### src/rtl/agu_pkg.sv
`timescale 1ns/1ps
package agu_pkg;
  typedef enum logic [1:0] {
    MODE_LIN  = 2'd0,
    MODE_CIRC = 2'd1,
    MODE_REV  = 2'd2,
    MODE_RSVD = 2'd3
  } agu_mode_e;

  typedef struct packed {
    logic load;
    logic advLin;
    logic advCirc;
    logic advRev;
    logic selRev;
  } agu_strobe_t;
endpackage

### src/rtl/agu_ctrl.sv
`timescale 1ns/1ps
module agu_ctrl
  import agu_pkg::*;
(
  input  logic        clk,
  input  logic        rstN,
  input  logic        loadEn,
  input  logic [1:0]  modeSel,
  input  logic        stepEn,
  output agu_strobe_t strobe
);
  agu_mode_e modeQ;

  always_ff @(posedge clk) begin
    if (!rstN) begin
      modeQ <= MODE_LIN;
    end else if (loadEn) begin
      modeQ <= (agu_mode_e'(modeSel) == MODE_RSVD) ? MODE_LIN : agu_mode_e'(modeSel);
    end
  end

  logic advAny;
  assign advAny = stepEn && !loadEn;

  always_comb begin
    strobe         = '0;
    strobe.load    = loadEn;
    strobe.advLin  = advAny && (modeQ == MODE_LIN);
    strobe.advCirc = advAny && (modeQ == MODE_CIRC);
    strobe.advRev  = advAny && (modeQ == MODE_REV);
    strobe.selRev  = (modeQ == MODE_REV);
  end

  // load has priority, so at most one strobe acts per cycle
  a_r2_one_action: assert property (@(posedge clk) disable iff (!rstN)
    $onehot0({strobe.load, strobe.advLin, strobe.advCirc, strobe.advRev}));

  // the reserved code never leaves the mode register
  a_r2_no_rsvd: assert property (@(posedge clk) disable iff (!rstN)
    modeQ != MODE_RSVD);
endmodule

### src/rtl/agu_dpath.sv
`timescale 1ns/1ps
module agu_dpath
  import agu_pkg::*;
#(
  parameter int AW      = 32,
  parameter int SW      = 16,
  parameter int SHW     = 2,
  parameter int MAX_LOG = 10,
  parameter int LW      = $clog2(MAX_LOG + 1)
)(
  input  logic                 clk,
  input  logic                 rstN,
  input  agu_strobe_t          strobe,
  input  logic [AW-1:0]        loadVal,
  input  logic [AW-1:0]        baseAddr,
  input  logic [AW-1:0]        bufLen,
  input  logic signed [SW-1:0] stepVal,
  input  logic [SHW-1:0]       stepShift,
  input  logic [LW-1:0]        fftLog2,
  output logic [AW-1:0]        addrOut
);
  localparam int CW = MAX_LOG;

  logic [AW-1:0] ptrQ;
  logic [CW-1:0] cntQ;

  // scaled signed offset
  logic signed [AW-1:0] stepExt, scaled;
  assign stepExt = AW'(stepVal);
  assign scaled  = stepExt <<< stepShift;

  // circular arithmetic on the offset inside the window
  logic [AW-1:0]        offs;
  logic signed [AW:0]   sumS, lenS, wrapS;
  logic [AW-1:0]        nextCirc;
  logic                 smallLen;
  assign offs     = ptrQ - baseAddr;
  assign lenS     = $signed({1'b0, bufLen});
  assign sumS     = $signed({1'b0, offs}) + $signed({scaled[AW-1], scaled});
  assign smallLen = (bufLen <= AW'(1));

  always_comb begin
    if (sumS < 0)           wrapS = sumS + lenS;
    else if (sumS >= lenS)  wrapS = sumS - lenS;
    else                    wrapS = sumS;
    nextCirc = smallLen ? baseAddr : (baseAddr + wrapS[AW-1:0]);
  end

  // bit-reversed index of the low fftLog2 counter bits
  logic [CW:0]   maskWide;
  logic [CW-1:0] cntMask, cntFull, revL;
  assign maskWide = ((CW+1)'(1) << fftLog2) - (CW+1)'(1);
  assign cntMask  = maskWide[CW-1:0];

  generate
    for (genvar i = 0; i < CW; i++) begin : g_rev
      assign cntFull[i] = cntQ[CW-1-i];
    end
  endgenerate
  assign revL = cntFull >> (LW'(CW) - fftLog2);

  always_ff @(posedge clk) begin
    if (!rstN) begin
      ptrQ <= '0;
      cntQ <= '0;
    end else if (strobe.load) begin
      ptrQ <= loadVal;
      cntQ <= '0;
    end else if (strobe.advLin) begin
      ptrQ <= ptrQ + scaled;
    end else if (strobe.advCirc) begin
      ptrQ <= nextCirc;
    end else if (strobe.advRev) begin
      cntQ <= (cntQ + CW'(1)) & cntMask;
    end
  end

  assign addrOut = strobe.selRev ? (baseAddr + AW'(revL)) : ptrQ;

  // a load is seen at the pointer one cycle later
  a_r2_load: assert property (@(posedge clk) disable iff (!rstN)
    strobe.load |=> (ptrQ == $past(loadVal)) && (cntQ == '0));

  // linear step moves by the scaled offset
  a_r4_linear: assert property (@(posedge clk) disable iff (!rstN)
    strobe.advLin |=> (ptrQ - $past(ptrQ)) == $past(scaled));

  // a circular step from inside the window stays inside it
  a_r5_window: assert property (@(posedge clk) disable iff (!rstN)
    (strobe.advCirc && !smallLen && (offs < bufLen)) |=>
      ((ptrQ - $past(baseAddr)) < $past(bufLen)));

  // degenerate window pins the pointer to the base
  a_r7_small_k: assert property (@(posedge clk) disable iff (!rstN)
    (strobe.advCirc && smallLen) |=> ptrQ == $past(baseAddr));

  // without an action nothing moves
  a_r9_hold: assert property (@(posedge clk) disable iff (!rstN)
    !(strobe.load || strobe.advLin || strobe.advCirc || strobe.advRev) |=>
      ($stable(ptrQ) && $stable(cntQ)));
endmodule

### src/rtl/agu_ptr.sv
`timescale 1ns/1ps
module agu_ptr
  import agu_pkg::*;
#(
  parameter int AW      = 32,
  parameter int SW      = 16,
  parameter int SHW     = 2,
  parameter int MAX_LOG = 10,
  parameter int LW      = $clog2(MAX_LOG + 1)
)(
  input  logic                 clk,
  input  logic                 rstN,
  input  logic                 loadEn,
  input  logic [AW-1:0]        loadVal,
  input  logic [1:0]           modeSel,
  input  logic [AW-1:0]        baseAddr,
  input  logic [AW-1:0]        bufLen,
  input  logic signed [SW-1:0] stepVal,
  input  logic [SHW-1:0]       stepShift,
  input  logic [LW-1:0]        fftLog2,
  input  logic                 stepEn,
  output logic [AW-1:0]        addrOut
);
  agu_strobe_t strobe;

  agu_ctrl u_ctrl (
    .clk     (clk),
    .rstN    (rstN),
    .loadEn  (loadEn),
    .modeSel (modeSel),
    .stepEn  (stepEn),
    .strobe  (strobe)
  );

  agu_dpath #(
    .AW(AW), .SW(SW), .SHW(SHW), .MAX_LOG(MAX_LOG), .LW(LW)
  ) u_dpath (
    .clk       (clk),
    .rstN      (rstN),
    .strobe    (strobe),
    .loadVal   (loadVal),
    .baseAddr  (baseAddr),
    .bufLen    (bufLen),
    .stepVal   (stepVal),
    .stepShift (stepShift),
    .fftLog2   (fftLog2),
    .addrOut   (addrOut)
  );
endmodule

### config.mk
export PLATFORM = sky130hd
export DESIGN_NAME = agu_ptr
export DESIGN_NICKNAME = d
export VERILOG_FILES = /design/src/rtl/agu_pkg.sv /design/src/rtl/agu_ctrl.sv /design/src/rtl/agu_dpath.sv /design/src/rtl/agu_ptr.sv
export SDC_FILE = /design/constraint.sdc
export NUM_CORES = 1
export LEC_CHECK = 0
export ABC_AREA = 1
export BUFFER_PORTS_ARGS = -buffer_cell sky130_fd_sc_hd__buf_2
export CORE_UTILIZATION = 46
export DETAILED_ROUTE_END_ITERATION = 16
export SKIP_LAST_GASP = 1
export SLEW_MARGIN = 25
export SYNTH_ARGS = -nofsm -noshare
export SYNTH_HDL_FRONTEND = slang
export SYNTH_SLANG_ARGS = --single-unit
### constraint.sdc
create_clock -name clk -period 8.8 [get_ports clk]
set_input_delay 0.88 -clock clk [delete_from_list [all_inputs] [get_ports clk]]
set_output_delay 0.88 -clock clk [all_outputs]
set_load 0.05 [all_outputs]
## Yosys cells after proc, flatten, opt, wreduce, memory -nomap -nowiden

Cells that the tools add are included.

| storage, ports and cells | value |
|---|---|
| bits in registers | 44 |
| input bits | 124 |
| output and inout port bits | 32 |
| logic and storage cells | 43 |

| operators by class | value |
|---|---|
| add/sub/neg operators | 10 |
| $lt $le $gt $ge | 3 |
| equality and inequality tests | 3 |
| shift operators | 3 |
| mux-type cells | 8 |
| bitwise logic cells | 4 |
| reduce and logical (&&, ||, !) cells | 9 |

Operators by type and width:

| cell | number |
|---|---|
| two-way mux 32 bit | 7 |
| adder 32 bit | 3 |
| subtractor 32 bit | 2 |
| adder 33 x 32 -> 33 bit | 1 |
| >= comparator 33 bit | 1 |
| < comparator 33 x 1 -> 1 bit, second input constant | 1 |
| adder 32 x 10 -> 32 bit | 1 |
| less-or-equal comparator 32 x 1 -> 1 bit, second input constant | 1 |
| <<< shifter 16 x 2 -> 32 bit | 1 |
| adder 10 x 1 -> 10 bit, second input constant | 1 |
| AND 10 bit | 1 |
| left shift 1 x 4 -> 10 bit, first input constant | 1 |
| >> shifter 10 x 4 -> 10 bit | 1 |
| subtractor 10 x 2 -> 10 bit, second input constant | 1 |
| == test 2 bit, second input constant | 2 |
| logical AND 1 bit | 4 |
| subtractor 4 bit, first input constant | 1 |
| NOT 1 bit | 3 |
| AND reduction 3 bit | 1 |
| nonzero test 3 bit | 1 |
| == test 2 x 1 -> 1 bit, second input constant | 1 |
| logical NOT 2 bit | 1 |
| two-way mux 2 bit | 1 |
| OR reduction 2 bit | 1 |
| logical NOT 1 bit | 1 |

## Longest topological paths before layout

Gate-level depths: netlist of run 1.

| logic depth | value |
|---|---|
| word-level depth | 10 |
| depth in mapped cells | 59 |
| gate-level depth less buffers | 57 |

## Cells and area by module

A second synthesis of run 1 with hierarchy kept.

| second synthesis, totals | value |
|---|---|
| cell total of the unflattened synthesis | 2,668 |
| area total of the unflattened synthesis | 15,433.6 um^2 |

Modules (own cells, without submodules):

| module | times used | cells an instance | area each (um^2) |
|---|---|---|---|
| agu_dpath | 1 | 2,649 | 15,310.9 |
| agu_ctrl | 1 | 19 | 122.6 |

## Least setup slack after synthesis of run 1

OpenSTA, ideal clock, no wires.

| path | value |
|---|---|
| kind | input port to flip-flop |
| from | input port baseAddr[5] |
| to | register u_dpath.ptrQ[30] |
| setup time | 0.109 ns |
| data arrival time | 7.253 ns |
| data required time | 8.691 ns |
| slack | 1.438 ns |
| stages on the path | 50 |
| path through | inv_1 > ha_1 > inv_1 > nor3_1 > a21oi_1 > o21ai_2 > a21oi_1 > o21ai_0 > a21boi_0 > xnor2_1 > ha_1 > nand2_1 > nor2_1 > nor3b_2 > nand2_1 > nand2_2 > nand3_1 > nand3_1 > (+14 left out) > nand2_4 > inv_4 > nor2_8 > a221oi_1 > ha_1 > inv_1 > fa_1 > o21ai_1 > inv_1 > o21ai_0 > a21oi_1 > nand3b_1 > nand3_1 > nand2_1 > o21ai_0 > nand3_1 > nand2_1 > inv_1 |

| on the way | value |
|---|---|
| longest elaborated chain between the ends | 10 |

Ends and longest elaborated chain:

| item | line | RTL |
|---|---|---|
| start: declaration | agu_ptr.sv:16 | `input logic [AW-1:0] baseAddr,` |
| subtractor 32 bit | agu_dpath.sv:37 | `assign offs = ptrQ - baseAddr;` |
| adder 33 x 32 -> 33 bit | agu_dpath.sv:39 | `assign sumS = $signed({1'b0, offs}) + $signed({scaled[AW-1], scaled});` |
| subtractor 32 bit / >= comparator 33 bit (equally long branches) | agu_dpath.sv:44 | `else if (sumS >= lenS) wrapS = sumS - lenS;` |
| two-way mux 32 bit | agu_dpath.sv:44 |  |
| two-way mux 32 bit | agu_dpath.sv:43 | `if (sumS < 0) wrapS = sumS + lenS;` |
| adder 32 bit (*) | agu_dpath.sv:46 | `nextCirc = smallLen ? baseAddr : (baseAddr + wrapS[AW-1:0]);` |
| two-way mux 32 bit (*) | agu_dpath.sv:46 |  |
| two-way mux 32 bit (*) | agu_dpath.sv:71 | `end else if (strobe.advCirc) begin` |
| two-way mux 32 bit (*) | agu_dpath.sv:69 | `end else if (strobe.advLin) begin` |
| two-way mux 32 bit (*) | agu_dpath.sv:66 | `end else if (strobe.load) begin` |
| end signal: assignment | agu_dpath.sv:67 | `ptrQ <= loadVal;` |
| end signal: assignment | agu_dpath.sv:70 | `ptrQ <= ptrQ + scaled;` |
| end signal: assignment | agu_dpath.sv:72 | `ptrQ <= nextCirc;` |
| end: declaration | agu_dpath.sv:24 | `logic [AW-1:0] ptrQ;` |

Mark *: on every way between the ends. The rest lies on a longest branch, timed or not. The select of a mux whose other input is x is not followed.
A chain may end at the register's enable or synchronous reset.

## Final worst setup path of run 1

| path | value |
|---|---|
| from | input port baseAddr[3] |
| to | register u_dpath.ptrQ[8] |

The elaborated chain is that of the path after synthesis.

==> summary.txt, run 1 <==
Logic synthesis
  – Sequential area share after synthesis: 0.0560
  – Post-synthesis net count: 3033
  – Area leader, netlist: ha_1
  – Top cell type's share of synthesized area: 0.165
  – Post-synth ARST share: 0
  – Post-synthesis register bit count: 44
  – Synth cell types: 62
  – Top cells by area, synth: ha_1, nand2_1, a21oi_1, inv_1, xor2_1
  – Most common cell in the netlist: nand2_1
  – Ys flop type: dfxtp_1
  – Syn Inst Count: 2694
  – EDFF count, synth: 0
  – Ys Warns: 0
  – Synthesized area: 15700 µm²
  – Commonest cells post-synth: nand2_1, inv_1, a21oi_1
  – Syn_area_per_cell: 5.84 µm²

Die
  – Die Y: 187 µm
  – DIE WIDTH: 187 µm
  – Die area: 34900 µm²
  – Core area: 33600 µm²
  – Initial Util: 0.468
  – # rows: 67
  – IO Pins: 156

Hold path
  – Hold Path Class: reg2reg
  – Hold Crit Endpoint: u_ctrl.modeQ[1]
  – Hold depth: 2
  – Hold path start: u_ctrl.modeQ[1]

Timing
  – FMAX: 0.119 GHz
  – Worst setup margin: 0.397 ns
  – Actual slew at the worst max-slew pin: 1.02 ns
  – Count of endpoints failing hold in the final timing report: 0
  – Setup Skew: 0.0107 ns
  – Tmin final: 8.40 ns
  – Worst rel slew slack: 0.318
  – Final max-slew violation count: 0
  – Setup Viol. Count Final: 0
  – Period utilization: 0.955

CTS
  – # H-tree levels: 2
  – CTS max path bufs: 2
  – CTS tree: yes
  – Worst skew pair latency: 0.30 ns
  – Root Buffer: clkbuf_16
  – Post-CTS Hold Buffers: 0
  – CTS Sinks: 44
  – Clock slew at reported path FFs: 0.07 ns
  – Cts bufs inserted: 5

Setup path
  – Reg2Reg Depth: 46
  – Worst Path Arrival: 8.57 ns
  – Reg-to-Reg End: u_dpath.ptrQ[8]
  – Crit-path max cell delay: 0.41 ns
  – Crit Path Max Fanout: 9
  – Cell repeated most along the worst path: nand2_1
  – Worst r2r src: u_dpath.ptrQ[0]
  – R2R Setup Slk: 0.64 ns
  – Slowest cell on crit path: fa_1
  – Worst path required time: 8.96 ns
  – Crit Path Class: in2reg
  – Endpoint type of the worst setup path: flip-flop
  – Crit path launch type: primary input

Placed design
  – Placement Setup Slack: 0.0553 ns
  – Detailed placement HPWL: 55.2 mm
  – PortBufs: 155
  – GPL Wtd Cong: 0.995

Cells and area
  – Final Net Count: 3213
  – Fillers: 3678
  – Share of cells above drive strength 1: 0.121
  – Area Growth Syn to Fin: 12.5%

GRT
  – GRT Resource Usage Total: 0.356
  – Vias in the first global route: 18027
  – GRT Residual Overflow: 0
  – First-pass GRT wire length: 98.4 mm
  – Initial antenna violation count: 3
  – Largest net degree at the start of global routing: 48

Drt
  – DRT antenna net count: 0
  – Initial DRT Pass Iterations: 6
  – Total wire length: 64.5 mm
  – Routed via count: 19106
  – DR iter-0 viols: 1563
  – DR vias/cell: 5.75
  – DR DRC count: 0
  – Wire per inst: 19.4 µm

Status
  – Run status: complete, no violations

Job
  – Max-Cap Viols: 0
-- per-stage QoR --
stage,hold WS (ns),utilization,instance area [µm²],cells,setup TNS (ns)
2_1_floorplan,0.452,-,15700,2694,0
3_3_place_gp,0.490,0.516,17400,3309,-0.0743
3_5_place_dp,0.499,0.516,17400,3309,0
4_1_cts,0.509,0.521,17500,3317,0
5_1_grt,0.525,0.526,17700,3324,-0.0631
6_report,0.507,0.526,17700,3325,0
-- registers in the layout, summed over array words and instances, names as in the netlist --
signal / flops
u_dpath.cntQ: 10
u_ctrl.modeQ: 2
u_dpath.ptrQ: 32
-- cell usage in the layout, fill, tap and decap left out, types with 9 or more instances in the layout --
| cell type | count |
|---|---|
| o21ai_0 | 198 |
| nor2_1 | 223 |
| inv_2 | 10 |
| nor4_1 | 22 |
| o221ai_1 | 14 |
| xor2_1 | 127 |
| dfxtp_1 | 44 |
| nand3_1 | 122 |
| o21ai_1 | 22 |
| a21o_1 | 26 |
| nor3_1 | 45 |
| nand2_2 | 16 |
| xnor2_1 | 39 |
| o211ai_1 | 12 |
| a31oi_1 | 34 |
| buf_4 | 91 |
| a211oi_1 | 14 |
| o21bai_1 | 23 |
| a21oi_2 | 15 |
| buf_2 | 155 |
| inv_1 | 363 |
| o22ai_1 | 11 |
| a21oi_1 | 278 |
| ha_1 | 206 |
| nand2_1 | 607 |
| a221oi_1 | 17 |
| o21a_1 | 9 |
| nand4_1 | 19 |
-- worst max path at each step --
stage,start,endpoint,slack (ns)
2_1_floorplan,baseAddr[5],u_dpath.ptrQ[30],1.44
3_3_place_gp,baseAddr[13],u_dpath.ptrQ[18],-0.07
3_5_place_dp,baseAddr[5],u_dpath.ptrQ[18],0.06
4_1_cts,baseAddr[5],u_dpath.ptrQ[18],0.33
5_1_grt,baseAddr[5],u_dpath.ptrQ[20],-0.04
6_report,baseAddr[3],u_dpath.ptrQ[8],0.40
-- layer usage --
layer,global-route usage,vias up,routed length [µm]
li1,-,9413,-
met1,0.484,8793,28700
met2,0.591,806,28900
met3,0.0400,92,5200
met4,0.102,2,1700
met5,0,-,13
-- repair_timing --
item | in CTS | in global routing
buffers inserted | 0 | 6
endpoints found under the hold margin | 0 | 0
gates resized for setup | 0 | 35
setup endpoints to repair | 0 | 23
-- cell families (layout without fill, tap and decap cells) --
logic type / after synthesis / count (layout) / share of synthesized area
AO/OA/AOI/OAI: 715 / 715 / 0.263
XOR/XNOR: 169 / 169 / 0.0941
adder cells (fa/ha/maj): 215 / 215 / 0.174
buffers and inverters: 449 / 630 / 0.113
flip-flops: 44 / 44 / 0.0560
multiplexers: 8 / 8 / 0.00509
other: 0 / 2 / 0
AND/OR/NAND/NOR: 1094 / 1094 / 0.295
-- cell type report --
cell class,instances,area [µm²],share of cell area
Sequential cell,44,881,0.0498
Clock buffer,6,139,0.00785
Antenna cell,2,5.00,0.000283
Inverter,376,1410,0.0799
Clock inverter,2,15.0,0.000848
Multi-Input combinational cell,2201,13200,0.747
Tap cell,448,561,0.0317
Timing Repair Buffer,246,1460,0.0824
-- critical path, delay by kind of cell --
family / cells / cell delay, ns
xor gates and xnor gates: 3 / 0.33
adders and majority gates: 5 / 1.72
AOI/OAI and AO/OA: 17 / 3.14
and+or+nand+nor: 16 / 1.68
buffers and inverters: 8 / 0.81
Power of run 1 is not shown: default switching activity piles up to over one toggle a cycle in this logic, so the estimate is an artifact.
==> run 2, diff against run 1 <==
--- a/config.mk
+++ b/config.mk
@@ -8,4 +8,5 @@
 export ABC_AREA = 1
 export BUFFER_PORTS_ARGS = -buffer_cell sky130_fd_sc_hd__buf_2
+export CAP_MARGIN = 15
 export CORE_UTILIZATION = 46
 export DETAILED_ROUTE_END_ITERATION = 16
==> constraint.sdc (replaced) <==
create_clock -name clk -period 8.8 [get_ports clk]
set_input_delay 0.88 -clock clk [delete_from_list [all_inputs] [get_ports clk]]
set_output_delay 0.88 -clock clk [all_outputs]
set_load 0.005 [all_outputs]
==> run 2 against run 1 <==
  * Fmax is 1.9% higher
  * Clock skew is 0.0059 ns lower
  * Cell count is 0.42% lower
  * Core utilization is 0.33 points lower
  * Global-route usage is 0.21 points higher
  * Non-clock buffer count is 12 lower
  * Critical path depth is 5 lower
  * Critical path type unchanged
  * Highest routed layer unchanged
==> summary.txt, run 2 (synthesized netlist as in run 1, its figures left out) <==
Timing
  – FMAX: 0.121 GHz (was 0.119 GHz)
  – Count of endpoints failing hold in the final timing report: 0 (unchanged)
  – RSZ-0062 raised after global routing: false
  – Final max-slew violation count: 0 (unchanged)
  – Setup Skew: 0.00478 ns (was 0.0107 ns)
  – Period utilization: 0.937 (was 0.955)
  – Setup TNS: 0 ns (unchanged)
  – Actual slew at the worst max-slew pin: 1.04 ns (was 1.02 ns)
  – Setup Viol. Count Final: 0 (unchanged)
  – Worst rel slew slack: 0.302 (was 0.318)
  – Tmin final: 8.25 ns (was 8.40 ns)

Setup path
  – Critical Path Stages: 44 (was 49)
  – Worst Path Arrival: 8.46 ns (was 8.57 ns)
  – Endpoint type of the worst setup path: flip-flop (unchanged)
  – Cell repeated most along the worst path: nand2_1 (unchanged)
  – Crit Path Max Fanout: 9 (unchanged)
  – Reg2Reg Depth: 47 (was 46)
  – Worst r2r src: u_dpath.ptrQ[0] (unchanged)
  – CP Buf/Inv Count: 9 (was 8)
  – Crit-path max cell delay: 0.51 ns (was 0.41 ns)
  – Crit Path Class: in2reg (unchanged)
  – CP top delay family: simple AND/OR/NAND/NOR gates (was compound AO/OA/AOI/OAI gates)
  – Slowest cell on crit path: nor4_2 (was fa_1)
  – Beginning of the critical path: baseAddr[19] (was baseAddr[3])
  – Crit path launch type: primary input (unchanged)
  – Worst path required time: 9.01 ns (was 8.96 ns)

Placed design
  – Post-DP Area: 17300 µm² (was 17400 µm²)
  – Placed Cells: 3299 (was 3309)
  – PortBufs: 155 (unchanged)
  – GPL Wtd Cong: 1.04 (was 0.995)
  – Detailed placement HPWL: 55.0 mm (was 55.2 mm)

Cells and area
  – Area Growth Syn to Fin: 11.8% (was 12.5%)
  – Final Net Count: 3201 (was 3213)
  – Area of the multi-input gates: 13200 µm² (about the same)
  – Most common cell after layout, fill and taps aside: nand2_1 (unchanged)
  – Most frequent cells in the layout: nand2_1, inv_1, a21oi_1 (unchanged)
  – Share of cells above drive strength 1: 0.116 (was 0.121)
  – Max reg flops: 32 (unchanged)
  – # diodes: 0 (was 2)
  – Fillers: 3659 (was 3678)
  – Core Util, Final: 0.523 (was 0.526)
  – Largest registers: u_dpath.ptrQ: 32 flops, u_dpath.cntQ: 10 flops, u_ctrl.modeQ: 2 flops (unchanged)
  – Non-Filler Instances: 3311 (was 3325)
  – Design area: 17600 µm² (was 17700 µm²)
  – FF+latch area: 881 µm² (unchanged)
  – Top reg by flops: u_dpath.ptrQ (unchanged)

Status
  – Run status: complete, no violations (unchanged)

GRT
  – GRT Resource Usage Total: 0.358 (was 0.356)
  – Initial antenna violation count: 1 (was 3)
  – Vias in the first global route: 17975 (was 18027)
  – First-pass GRT wire length: 98.8 mm (was 98.4 mm)
  – GRT Residual Overflow: 0 (unchanged)
  – Largest net degree at the start of global routing: 48 (unchanged)

CTS
  – CTS tree: yes (unchanged)
  – Post-CTS Hold Buffers: 0 (unchanged)
  – Clock slew at reported path FFs: 0.06 ns (was 0.07 ns)
  – Cts bufs inserted: 5 (unchanged)
  – Worst skew pair latency: 0.30 ns (about the same)
  – CTS Sinks: 44 (unchanged)
  – # H-tree levels: 2 (unchanged)
  – CTS max path bufs: 2 (unchanged)
  – Root Buffer: clkbuf_16 (unchanged)

Hold path
  – Hold Path Class: reg2reg (unchanged)
  – Hold depth: 2 (unchanged)
  – Hold path start: u_ctrl.modeQ[1] (unchanged)

Die
  – IO Pins: 156 (unchanged)
  – Die area: 34900 µm² (unchanged)
  – Initial Util: 0.468 (unchanged)
  – # rows: 67 (unchanged)
  – Core area: 33600 µm² (unchanged)
  – Die Y: 187 µm (unchanged)
  – DIE WIDTH: 187 µm (unchanged)

Drt
  – DR DRC count: 0 (unchanged)
  – Initial DRT Pass Iterations: 6 (unchanged)
  – Routed via count: 19245 (was 19106)
  – DR iter-0 viols: 1565 (was 1563)
  – Wire per inst: 19.6 µm (was 19.4 µm)
  – Total wire length: 64.9 mm (was 64.5 mm)
  – DRT antenna net count: 0 (unchanged)
  – DR vias/cell: 5.81 (was 5.75)

Job
  – Max-Cap Viols: 0 (unchanged)
[run 2: what timing repair did]
action | in CTS | in global routing
endpoints found under the hold margin | 0 | 0
endpoints found under the setup margin | 0 | 25
buffers inserted | 0 | 4
resized for setup | 0 | 37
[run 2: per-stage QoR]
stage / setup WS (ns) / hold slack (ns)
4_1_cts: 0.0207 / 0.500
6_report: 0.551 / 0.502
3_5_place_dp: -0.279 / 0.491
5_1_grt: 0.00125 / 0.540
2_1_floorplan: 1.44 / 0.452
3_3_place_gp: -0.118 / 0.485
[run 2: final cells by class]
cell class | count | area share
clock buffer | 7 | 0.00811
clock inverter | 1 | 0.000427
tap | 448 | 0.0319
sequential | 44 | 0.0501
timing repair buffer | 234 | 0.0781
inverter | 376 | 0.0807
multi-input combinational | 2201 | 0.751
[run 2: path summary, 6_finish.rpt]
path / to / slack [ns]
min: u_ctrl.modeQ[1] / 0.50
max reg2reg: u_dpath.ptrQ[30] / 0.89
min reg2reg: u_ctrl.modeQ[1] / 0.50
max: u_dpath.ptrQ[30] / 0.55
[run 2: metal layers]
layer,vias to the layer above,track usage,wire length [µm]
met2,875,0.579,28300
met1,8851,0.494,29100
met3,113,0.0315,5080
met5,-,0,11
met4,2,0.130,2440
li1,9404,-,-
[run 2: worst min-delay path: stages (launching register included)]
cell	delay [ns]
dfxtp_1	0.31
inv_1	0.08
a211oi_1	0.07
Power of run 2 is left out for the same reason.
==> run 3, diff against run 2 <==
ABC_AREA = unset   (was 1)
PLACE_DENSITY = 0.65   (was unset)
SETUP_SLACK_MARGIN = 0.3   (was unset)
==> run 3 against run 2 <==
  * Flip-flop and latch count unchanged
  * Setup slack worse by 1.3 ns
  * First-iteration DRC count down 19%
  * Highest routed layer is now met4
  * Critical path type unchanged
  * Fmax down 14%
  * Largest cell class unchanged
  * The flow now finishes with violations (setup timing)
  * Die area down 8.8%
  * Area after synthesis down 8.9%
  * Design area up 14%
  * Cell count down 9.9%
  * Critical endpoint is now u_dpath.ptrQ[24]
==> summary.txt, run 3 <==
Timing
  – Actual slew at the worst max-slew pin: 1.11 ns (was 1.04 ns)
  – Final max-slew violation count: 0 (unchanged)
  – Worst setup margin: -0.793 ns (was 0.551 ns)
  – Period utilization: 1.09 (was 0.937)
  – Setup Skew: 0.00557 ns (was 0.00478 ns)
  – Worst rel slew slack: 0.260 (was 0.302)
  – Setup Viol. Count Final: 26 (was 0)
  – Setup TNS: -14.94 ns (was 0 ns)
  – RSZ-0062 raised after global routing: true (was false)
  – FMAX: 0.104 GHz (was 0.121 GHz)
  – Count of endpoints failing hold in the final timing report: 0 (unchanged)
  – Tmin final: 9.59 ns (was 8.25 ns)

Cells and area
  – Max reg flops: 32 (unchanged)
  – Most frequent cells in the layout: buf_4, ha_1, a21oi_1 (was nand2_1, inv_1, a21oi_1)
  – Most common cell after layout, fill and taps aside: buf_4 (was nand2_1)
  – Area Growth Syn to Fin: 39.5% (was 11.8%)
  – Share of cells above drive strength 1: 0.314 (was 0.116)
  – Design area: 20000 µm² (was 17600 µm²)
  – Largest registers: u_dpath.ptrQ: 32 flops, u_dpath.cntQ: 10 flops, u_ctrl.modeQ: 2 flops (unchanged)
  – Top reg by flops: u_dpath.ptrQ (unchanged)
  – Core Util, Final: 0.653 (was 0.523)
  – Final Net Count: 2925 (was 3201)
  – Fillers: 2796 (was 3659)

Placed design
  – Post-DP Area: 18700 µm² (was 17300 µm²)
  – GPL Wtd Cong: 0.995 (was 1.04)
  – Detailed placement HPWL: 48.0 mm (was 55.0 mm)
  – PortBufs: 155 (unchanged)

Setup path
  – Endpoint type of the worst setup path: flip-flop (unchanged)
  – Crit path launch type: primary input (unchanged)
  – Crit-path max cell delay: 0.43 ns (was 0.51 ns)
  – Worst Path Arrival: 9.84 ns (was 8.46 ns)
  – CP top delay family: compound AO/OA/AOI/OAI gates (was simple AND/OR/NAND/NOR gates)
  – Cell repeated most along the worst path: a21o_1 (was nand2_1)
  – Slowest cell on crit path: a2111oi_4 (was nor4_2)
  – Worst path required time: 9.05 ns (was 9.01 ns)
  – Crit Path Max Fanout: 6 (was 9)
  – Crit Path Class: in2reg (unchanged)
  – CP Buf/Inv Count: 7 (was 9)

Logic synthesis
  – Ys Warns: 0 (unchanged)
  – Post-synthesis register bit count: 44 (unchanged)
  – EDFF count, synth: 0 (unchanged)
  – Sequential area share after synthesis: 0.0615 (was 0.0560)
  – Top cell type's share of synthesized area: 0.182 (was 0.165)
  – Ys flop type: dfxtp_1 (unchanged)
  – Area leader, netlist: ha_1 (unchanged)
  – Syn Inst Count: 2048 (was 2694)
  – Synth cell types: 79 (was 62)
  – Top cells by area, synth: ha_1, a21oi_1, dfxtp_1, xnor2_1, o21ai_0 (was ha_1, nand2_1, a21oi_1, inv_1, xor2_1)
  – Post-synthesis net count: 2387 (was 3033)
  – Commonest cells post-synth: ha_1, a21oi_1, nand2_1 (was nand2_1, inv_1, a21oi_1)
  – Synthesized area: 14300 µm² (was 15700 µm²)
  – Post-synth ARST share: 0 (unchanged)
  – Syn_area_per_cell: 6.99 µm² (was 5.84 µm²)
  – Most common cell in the netlist: ha_1 (was nand2_1)

Drt
  – Initial DRT Pass Iterations: 5 (was 6)
  – DR DRC count: 0 (unchanged)
  – Routed via count: 18124 (was 19245)
  – Wire per inst: 19.9 µm (was 19.6 µm)
  – DR vias/cell: 6.07 (was 5.81)
  – Total wire length: 59.3 mm (was 64.9 mm)
  – DR iter-0 viols: 1261 (was 1565)
  – DRT antenna net count: 0 (unchanged)

CTS
  – CTS tree: yes (unchanged)
  – Post-CTS Hold Buffers: 0 (unchanged)
  – Clock slew at reported path FFs: 0.08 ns (was 0.06 ns)
  – Root Buffer: clkbuf_16 (unchanged)
  – Cts bufs inserted: 5 (unchanged)
  – # H-tree levels: 2 (unchanged)
  – Worst skew pair latency: 0.30 ns (about the same)
  – CTS max path bufs: 2 (unchanged)
  – CTS Sinks: 44 (unchanged)

Die
  – Initial Util: 0.468 (about the same)
  – # rows: 64 (was 67)
  – Die Y: 178 µm (was 187 µm)
  – IO Pins: 156 (unchanged)
  – DIE WIDTH: 178 µm (was 187 µm)
  – Die area: 31800 µm² (was 34900 µm²)
  – Core area: 30600 µm² (was 33600 µm²)

GRT
  – GRT Resource Usage Total: 0.361 (was 0.358)
  – First-pass GRT wire length: 90.1 mm (was 98.8 mm)
  – Vias in the first global route: 17059 (was 17975)
  – GRT Residual Overflow: 0 (unchanged)
  – Initial antenna violation count: 2 (was 1)
  – Largest net degree at the start of global routing: 59 (was 48)

Power
  – Leak: 9.50 nW
  – Design Power: 9.52 mW
  – Pwr dens: 476 nW/µm²
  – Worst vdd ir: 0.000352 V

Status
  – Run status: finished with violations (was complete, no violations)
  – Failing checks: setup timing

Hold path
  – Hold Path Class: reg2reg (unchanged)

Job
  – Max-Cap Viols: 0 (unchanged)
[run 3: layer usage]
layer	up-vias	track usage	wire length [µm]
li1	8724	-	-
met1	8538	0.435	24400
met2	699	0.636	28700
met3	163	0.0364	3260
met4	0	0.174	2960
met5	-	0	0
[run 3: final cells by class]
cell class                 count  area [µm²]  area share
sequential                    44         881      0.0441
tap                          396         495      0.0248
inverter                     137         514      0.0257
timing repair buffer         613        4330       0.217
clock inverter                 3        46.3     0.00232
antenna                        1        2.50    0.000125
multi-input combinational   1785       13600       0.680
clock buffer                   5         125     0.00626
[run 3: worst paths after layout]
kind,start,endpoint,slack [ns],depth (start not counted)
hold / removal,u_ctrl.modeQ[1],u_ctrl.modeQ[1],0.52,2
hold reg to reg,u_ctrl.modeQ[1],u_ctrl.modeQ[1],0.52,2
setup reg to reg,u_dpath.ptrQ[0],u_dpath.ptrQ[24],-0.61,49
setup / recovery,baseAddr[0],u_dpath.ptrQ[24],-0.79,49
[run 3: report_power, final]
group / leakage [nW] / total [mW] / switching, mW / internal (mW)
clock: 0.0804 / 0.239 / 0.103 / 0.136
combinational: 9.05 / 9.04 / 4.60 / 4.44
sequential: 0.362 / 0.240 / 0.0234 / 0.216
total: 9.50 / 9.52 / 4.73 / 4.79
[run 3: worst register-to-register path, delay by kind of cell, from the launching register on]
family,cells,cell delay [ns]
simple gates,4,0.51
buf+inv,7,0.86
fa+ha+maj,5,1.29
compound gates,31,5.97
xor+xnor,2,0.39
flops,1,0.32
[run 3: logic make-up (layout without fill, tap and decap cells)]
family	Yosys count	after routing	synth area share
AO/OA/AOI/OAI	777	777	0.357
AND/OR/NAND/NOR	620	620	0.206
buffers and inverters	219	758	0.0587
adder cells (fa/ha/maj)	215	215	0.191
XOR/XNOR	138	138	0.0844
flip-flops	44	44	0.0615
multiplexers	35	35	0.0406
other	0	1	0
[run 3: stage by stage]
stage / hold WS, ns / cells / worst slack [ns]
2_1_floorplan: 0.463 / 2048 / -0.167
3_3_place_gp: 0.486 / 2936 / -1.14
3_5_place_dp: 0.502 / 2936 / -1.32
4_1_cts: 0.513 / 2970 / -0.488
5_1_grt: 0.560 / 2984 / -1.20
6_report: 0.516 / 2984 / -0.793
[run 3: repair_timing]
action / in CTS / in global routing
setup buffers: 25 / 13
endpoints found under the setup margin: 31 / 31
pin swaps: 77 / 87
gates cloned: 1 / 0
resized for setup: 94 / 78
Note: power is estimated with default switching activity, not from simulation.
